$ cat config.mk
export PLATFORM = sky130hd
export DESIGN_NAME = boot_stream_loader
export DESIGN_NICKNAME = d
export VERILOG_FILES = /design/src/rtl/boot_stream_loader.sv
export SDC_FILE = /design/constraint.sdc
export NUM_CORES = 1
export LEC_CHECK = 0
export BUFFER_PORTS_ARGS = -buffer_cell sky130_fd_sc_hd__buf_2
export CAP_MARGIN = 10
export CORE_UTILIZATION = 35
export CTS_CLUSTER_DIAMETER = 150
export DETAILED_ROUTE_END_ITERATION = 8
export HOLD_SLACK_MARGIN = 0.03
export PLACE_DENSITY = 0.48
export SYNTH_ARGS = -nofsm -noshare
export SYNTH_HDL_FRONTEND = slang
export SYNTH_SLANG_ARGS = --single-unit
export TNS_END_PERCENT = 10
$ cat constraint.sdc
create_clock -name clk -period 5.7 [get_ports clk]
set_input_delay 0.57 -clock clk [delete_from_list [all_inputs] [get_ports clk]]
set_output_delay 0.57 -clock clk [all_outputs]
set_load 0.05 [all_outputs]
$ cat src/rtl/boot_stream_loader.sv
module boot_stream_loader #(
  parameter int ADDR_W      = 16,
  parameter int FINAL_WORDS = 256,
  parameter int HOLD_WORDS  = 4,
  parameter int SKIP_FINAL  = 255
) (
  input  logic              clk,
  input  logic              rst_n,
  input  logic [2:0]        local_id,
  input  logic              in_valid,
  input  logic [31:0]       in_data,
  output logic              in_ready,
  output logic              wr_en,
  output logic [ADDR_W-1:0] wr_addr,
  output logic [31:0]       wr_data,
  input  logic              wr_ready,
  output logic              start,
  output logic [ADDR_W-1:0] start_addr,
  output logic              busy,
  output logic              error
);
  localparam int FIDX_W = $clog2(FINAL_WORDS);
  localparam int HIDX_W = $clog2(HOLD_WORDS);

  typedef enum logic [3:0] {
    S_HDR0, S_HDR1, S_DATA, S_SKIP, S_ZERO, S_FINAL, S_PATCH, S_DRAIN, S_DONE, S_ERR
  } state_t;

  state_t            state, after_hdr;
  logic [2:0]        id_q, blk_id;
  logic [1:0]        kind;
  logic [15:0]       cnt;
  logic [ADDR_W-1:0] ptr;
  logic [FIDX_W-1:0] fidx;
  logic [31:0]       hold [HOLD_WORDS];
  logic              can_wr, take, match;

  assign can_wr     = !wr_en || wr_ready;
  assign in_ready   = can_wr && (state == S_HDR0 || state == S_HDR1 || state == S_DATA ||
                                 state == S_SKIP || state == S_FINAL);
  assign take       = in_valid && in_ready;
  assign match      = (blk_id == id_q);
  assign busy       = (state != S_DONE);
  assign error      = (state == S_ERR);
  assign start_addr = '0;

  always_comb begin
    unique case (kind)
      2'd0:    after_hdr = match ? S_FINAL : S_SKIP;
      2'd1:    after_hdr = (cnt == 16'd0) ? S_HDR0 : (match ? S_DATA : S_SKIP);
      2'd2:    after_hdr = (cnt == 16'd0 || !match) ? S_HDR0 : S_ZERO;
      default: after_hdr = S_ERR;
    endcase
  end

  always_ff @(posedge clk) begin
    if (!rst_n) begin
      state   <= S_HDR0;
      id_q    <= local_id;
      blk_id  <= '0;
      kind    <= '0;
      cnt     <= '0;
      ptr     <= '0;
      fidx    <= '0;
      wr_en   <= 1'b0;
      wr_addr <= '0;
      wr_data <= '0;
      start   <= 1'b0;
      for (int i = 0; i < HOLD_WORDS; i++) hold[i] <= '0;
    end else begin
      start <= 1'b0;
      if (wr_ready) wr_en <= 1'b0;
      unique case (state)
        S_HDR0: if (take) begin
          kind   <= in_data[31:30];
          blk_id <= in_data[29:27];
          cnt    <= in_data[15:0];
          state  <= S_HDR1;
        end
        S_HDR1: if (take) begin
          ptr   <= in_data[ADDR_W-1:0];
          fidx  <= '0;
          if (kind == 2'd0 && !match) cnt <= 16'(SKIP_FINAL);
          state <= after_hdr;
        end
        S_DATA: if (take) begin
          wr_en   <= 1'b1;
          wr_addr <= ptr;
          wr_data <= in_data;
          ptr     <= ptr + 1'b1;
          cnt     <= cnt - 16'd1;
          if (cnt == 16'd1) state <= S_HDR0;
        end
        S_SKIP: if (take) begin
          cnt <= cnt - 16'd1;
          if (cnt == 16'd1) state <= S_HDR0;
        end
        S_ZERO: if (can_wr) begin
          wr_en   <= 1'b1;
          wr_addr <= ptr;
          wr_data <= '0;
          ptr     <= ptr + 1'b1;
          cnt     <= cnt - 16'd1;
          if (cnt == 16'd1) state <= S_HDR0;
        end
        S_FINAL: if (take) begin
          if (fidx < FIDX_W'(HOLD_WORDS)) begin
            hold[fidx[HIDX_W-1:0]] <= in_data;
          end else begin
            wr_en   <= 1'b1;
            wr_addr <= ADDR_W'(fidx);
            wr_data <= in_data;
          end
          fidx <= fidx + 1'b1;
          if (fidx == FIDX_W'(FINAL_WORDS - 1)) begin
            fidx  <= '0;
            state <= S_PATCH;
          end
        end
        S_PATCH: if (can_wr) begin
          wr_en   <= 1'b1;
          wr_addr <= ADDR_W'(fidx);
          wr_data <= hold[fidx[HIDX_W-1:0]];
          fidx    <= fidx + 1'b1;
          if (fidx == FIDX_W'(HOLD_WORDS - 1)) state <= S_DRAIN;
        end
        S_DRAIN: if (can_wr) begin
          start <= 1'b1;
          state <= S_DONE;
        end
        default: ;
      endcase
    end
  end

  // a stalled write keeps its payload and blocks the input
  a_r8_write_held: assert property (@(posedge clk) disable iff (!rst_n)
    wr_en && !wr_ready |=> wr_en && $stable(wr_addr) && $stable(wr_data));
  a_r8_ready_blocked: assert property (@(posedge clk) disable iff (!rst_n)
    wr_en && !wr_ready |-> !in_ready);
  // start is a single pulse that coincides with busy falling
  a_r6_start_single: assert property (@(posedge clk) disable iff (!rst_n)
    start |=> !start);
  a_r6_start_not_busy: assert property (@(posedge clk) disable iff (!rst_n)
    start |-> !busy);
  a_r6_busy_fall_start: assert property (@(posedge clk) disable iff (!rst_n)
    $fell(busy) |-> start);
  a_r6_done_no_input: assert property (@(posedge clk) disable iff (!rst_n)
    !busy |-> !in_ready);
  // error is sticky and halts all traffic
  a_r7_error_sticky: assert property (@(posedge clk) disable iff (!rst_n)
    error |=> error);
  a_r7_error_halted: assert property (@(posedge clk) disable iff (!rst_n)
    error |-> !in_ready && !start && busy);
  a_r7_error_no_new_write: assert property (@(posedge clk) disable iff (!rst_n)
    error && $past(error) && !$past(wr_en) |-> !wr_en);
endmodule

Word level (Yosys, flattened, before mapping)
Memory sizes are Yosys's and may differ from the RTL's. A register that Yosys moved wholly into a read port is not among the register bits.
Cells that the tools add are included.
- $add $sub $neg: 3
- multipliers: 0
- div/mod/pow operators: 0
- magnitude comparators: 1
- equal/unequal tests: 27
- shift-type cells: 0
- muxes and demuxes: 60
- bitwise logic cells: 0
- reductions and logical operators: 29
- operators by type and width (cell ; count):
    two-way mux 16 bit ; 12
    two-way mux 32 bit ; 6
    case mux 16 bit (4 select lines) ; 2
    case mux 32 bit (4 select lines) ; 1
    case mux 16 bit (3 select lines) ; 1
    two-way mux 4 bit ; 10
    two-way mux 8 bit ; 4
    OR reduction 32 bit ; 1
    case mux 4 bit (7 select lines) ; 1
    case mux 8 bit (3 select lines) ; 1
    != test 2 bit (second input constant) ; 9
    adder 16 x 1 -> 16 bit (second input constant) ; 1
    == test 16 x 1 -> 1 bit (second input constant) ; 1
    == test 4 x 3 -> 1 bit (second input constant) ; 4
    logical NOT 16 bit ; 1
    subtractor 16 x 1 -> 16 bit (second input constant) ; 1
    two-way mux 1 bit ; 14
    case mux 4 bit (3 select lines) ; 1
    AND reduction 6 bit ; 2
    AND reduction 10 bit ; 1
    adder 8 x 1 -> 8 bit (second input constant) ; 1
    == test 4 x 2 -> 1 bit (second input constant) ; 2
    == test 8 x 2 -> 1 bit (second input constant) ; 1
    == test 8 bit (second input constant) ; 1
    other kinds (22) ; 41
- register bits: 102
- latch bits: 0
- memory bits (writable): 128
- ROM bits: 0
- input bits: 39
- output and inout port bits: 69
- word-level logic and storage cells: 132
- memories kept: 1
- memory list (memory ; words ; width ; rd ports ; clocked after Yosys merged registers in ; write ports ; line ; RTL):
    hold ; 4 ; 32 ; 1 ; 1 ; 4 ; 35 ; logic [31:0] hold [HOLD_WORDS];

Depth between registers and ports, before layout
- depth in word-level cells: 13
- depth in mapped cells: 9

Least setup slack after synthesis
OpenSTA, ideal clock, no wires.
- path type: flip-flop to flip-flop
- start: register fidx[4]
- end: memory hold[2][0], enable pin
- library setup time: 0.466 ns
- arrival time: 3.657 ns
- slack: 1.577 ns
- cell stages (with the launch flop): 6
- path buffers: 0
- period minus slack after synthesis: 4.123 ns
- path through: dfxtp_1 -> or4_1 -> nor3_2 -> and4_1 -> nand2_1 -> o21ai_0
- RTL lines (item ; line ; RTL):
    start: declaration ; 34 ; logic [FIDX_W-1:0] fidx;
    start signal: assignment ; 114 ; fidx <= fidx + 1'b1;
    start signal: assignment ; 124 ; fidx <= fidx + 1'b1;
    end: declaration ; 35 ;

==> run_results.csv <==
group,metric,value,unit
detailed_routing,drc_errors,0,
clock_network,post_cts_buffers,0,
sta,period_needed,3399,ps
detailed_routing,wire_per_inst,19.83,um
layout,syn2layout_area_growth,15.52,%
placement,place.gp.congestion,0.8212,
grt,grt_pass1_wl,44140,um
synth,seq_area_frac_synth,54.71,%
power_and_ir_drop,powerDensity,539.0,nW/um^2
sta,clock_skew,18.61,ps
clock_network,cts_resized,0,
synth,synth-edff-count,131,
synth,ys_async_sr_fraction,0,%
clock_network,cts_tree,"done",
synth,yosysTopAreaCell,"edfxtp_1",
critical_path,endpoint_kind,"register",
placement,dpl.hpwl,17810,um
sta,timing.fmax,0.2942,GHz
floorplan,die_h,178.4,um
detailed_routing,vias_per_cell,5.311,
min_path,holdPathStages,1,
layout,layout_common_cells,"edfxtp_1 (131), and2_1 (130), dfxtp_1 (100)",
critical_path,arrival,3610,ps
synth,synthDistinctLibCells,65,
sta,final_hold_viol_count,0,
run,cap_viol_max_count,0,
grt,antenna_found_initial,0,
grt,grtUsageTotal,18.26,%
critical_path,reg2reg_depth,8,
sta,min_period_over_period,59.63,%
synth,syn-cell-area,10890,sq um
layout,fin_util,41.11,%
synth,ys_warn_count,0,
floorplan,fp.dieW,178.4,um
clock_network,clockRootBuffer,"clkbuf_16",
sta,worst_pin_slew,932.3,ps
sta,timing.final.setup_violations,0,
detailed_routing,ant_nets,0,
grt,grt_pass1_vias,7242,
clock_network,clk_pin_slew_worst_paths,60,ps
critical_path,required,5910,ps
detailed_routing,vias,7727,
critical_path,startpoint_type,"register",
critical_path,criticalPathCategory,"reg -> reg",
grt,grt_overflow,0,
detailed_routing,first_pass_iters,5,
layout,final_nets,1082,
sta,max-slew-margin-rel,37.85,%
layout,mostFrequentLayoutCell,"edfxtp_1",
detailed_routing,detail_route.iter0.violations,594,
layout,drive_gt1_share,19.26,%
layout,antennaDiodeCount,0,
critical_path,cp_max_fo,33,
sta,maxSlewViolCount,0,
synth,synth_top_area_share,36.13,%
floorplan,dieArea,31810,sq um
clock_network,cts_made_buffers,27,
clock_network,clock-sinks,232,
clock_network,cts-htree-levels,1,
floorplan,placeableCoreArea,30590,sq um
grt,grt_max_degree,46,
detailed_routing,wirelength,28850,um
floorplan,start_util,35.59,%
placement,port_buffers,91,
sta,finalSetupTns,0,ps
synth,synthFlopType,"edfxtp_1",
synth,synth_area_per_cell,11.21,sq um
synth,synthCells,971,
floorplan,row_count,64,
synth,synth_seq_cells,232,
power_and_ir_drop,p_leak,4.676,nW
sta,rsz0062_at_grt,"false",
clock_network,cts_hold_buf,0,
min_path,hold_class,"in -> reg",
synth,synthTopCellsByArea,"edfxtp_1 (36%), dfxtp_1 (19%), and2_1 (7.5%)",
power_and_ir_drop,vdd_drop_max,270.0,uV
outcome,outcome,"finished clean",
floorplan,io_pins,108,
clock_network,clk_path_buf_depth,3,
clock_network,clk_latency,550,ps
-- kinds of logic after synthesis --
logic type,after synthesis,synth area share (%)
AND/OR/NAND/NOR,367,18.23
flip-flops,232,54.71
AO/OA/AOI/OAI,216,13.71
buffers and inverters,93,3.965
multiplexers,45,7.815
XOR/XNOR,12,0.9654
adder cells (fa/ha/maj),5,0.5746
other,1,0.03445
-- where the power goes --
part	internal [mW]	switching, mW	total (mW)
combinational	0.870	1.82	2.69
sequential	2.09	0.281	2.37
clock	1.01	0.703	1.71
total	3.97	2.81	6.78
-- path summary, 6_finish.rpt --
path,start,end,slack [ps]
min reg2reg,wr_addr[8],wr_addr[8],460
max,fidx[4],hold[1][14],2300
max reg2reg,fidx[4],hold[1][14],2300
min,local_id[1],id_q[1],200
-- cell type report --
class,count,area [sq um]
flip-flops and latches,232,5957
clock inverters,18,173.9
fillers,2956,18010
multi-input cells,661,4602
clock buffers,32,694.4
well taps,396,495.5
repair buffers,108,623.1
inverters,8,30.03
-- worst max-delay path: stages (launching register included) --
cell	delay, ps
dfxtp_1	350
or4_1	550
nor3_2	210
and4_1	300
nand3_2	160
nor3b_2	200
buf_4	330
nand2b_1	510
buf_4	430
-- per-layer routing --
layer / part of all wire (%) / vias to the layer above / global-route usage (%) / wire [um]
met5: 0 / - / 0 / 0
li1: - / 3704 / - / -
met4: 2.3 / 0 / 5.155 / 651
met3: 4.8 / 49 / 2.899 / 1398
met1: 49 / 3781 / 26.70 / 14170
met2: 44 / 193 / 27.76 / 12630
-- synth_stat cells, drive strengths merged, types with 2 or more instances --
cell type,count
a2111oi,3
buf,33
dfxtp,101
nor2,96
o21ai,31
a21o,3
edfxtp,131
nor3b,6
o211a,2
o21a,4
o22ai,4
nand4,7
a211oi,49
a32oi,2
a31oi,7
nand2b,15
xnor2,6
nor3,15
and3,4
or4,6
ha,5
nand3,25
nand3b,4
nand2,43
nor2b,7
and2,130
inv,8
o211ai,4
and4,2
xor2,6
a21oi,47
o31ai,7
a311oi,4
o221a,5
clkbuf,52
a22oi,34
mux4,32
mux2i,13
nor4,4
-- metrics by stage --
step / total power, mW / cell area [sq um] / setup slack [ps] / hold WS, ps / std cells
4_1_cts: 6.802 / 12520 / 1886 / 168.7 / 1453
2_1_floorplan: 4.444 / 10940 / 1577 / 460.4 / 986
6_report: 6.778 / 12580 / 2301 / 195.1 / 1455
5_1_grt: 7.188 / 12580 / 2050 / 175.1 / 1455
3_5_place_dp: 5.072 / 11650 / 1911 / 454.6 / 1403
3_3_place_gp: 5.062 / 11650 / 2070 / 453.8 / 1403
-- registers in the layout (all words and copies together), names as in the netlist, 4 cells and up, named ones only --
| signal | cells |
|---|---|
| cnt | 16 |
| state | 4 |
| fidx | 8 |
| wr_addr | 16 |
| wr_data | 32 |
| ptr | 16 |
| hold | 128 |
Power figures use the tool's default switching activity.
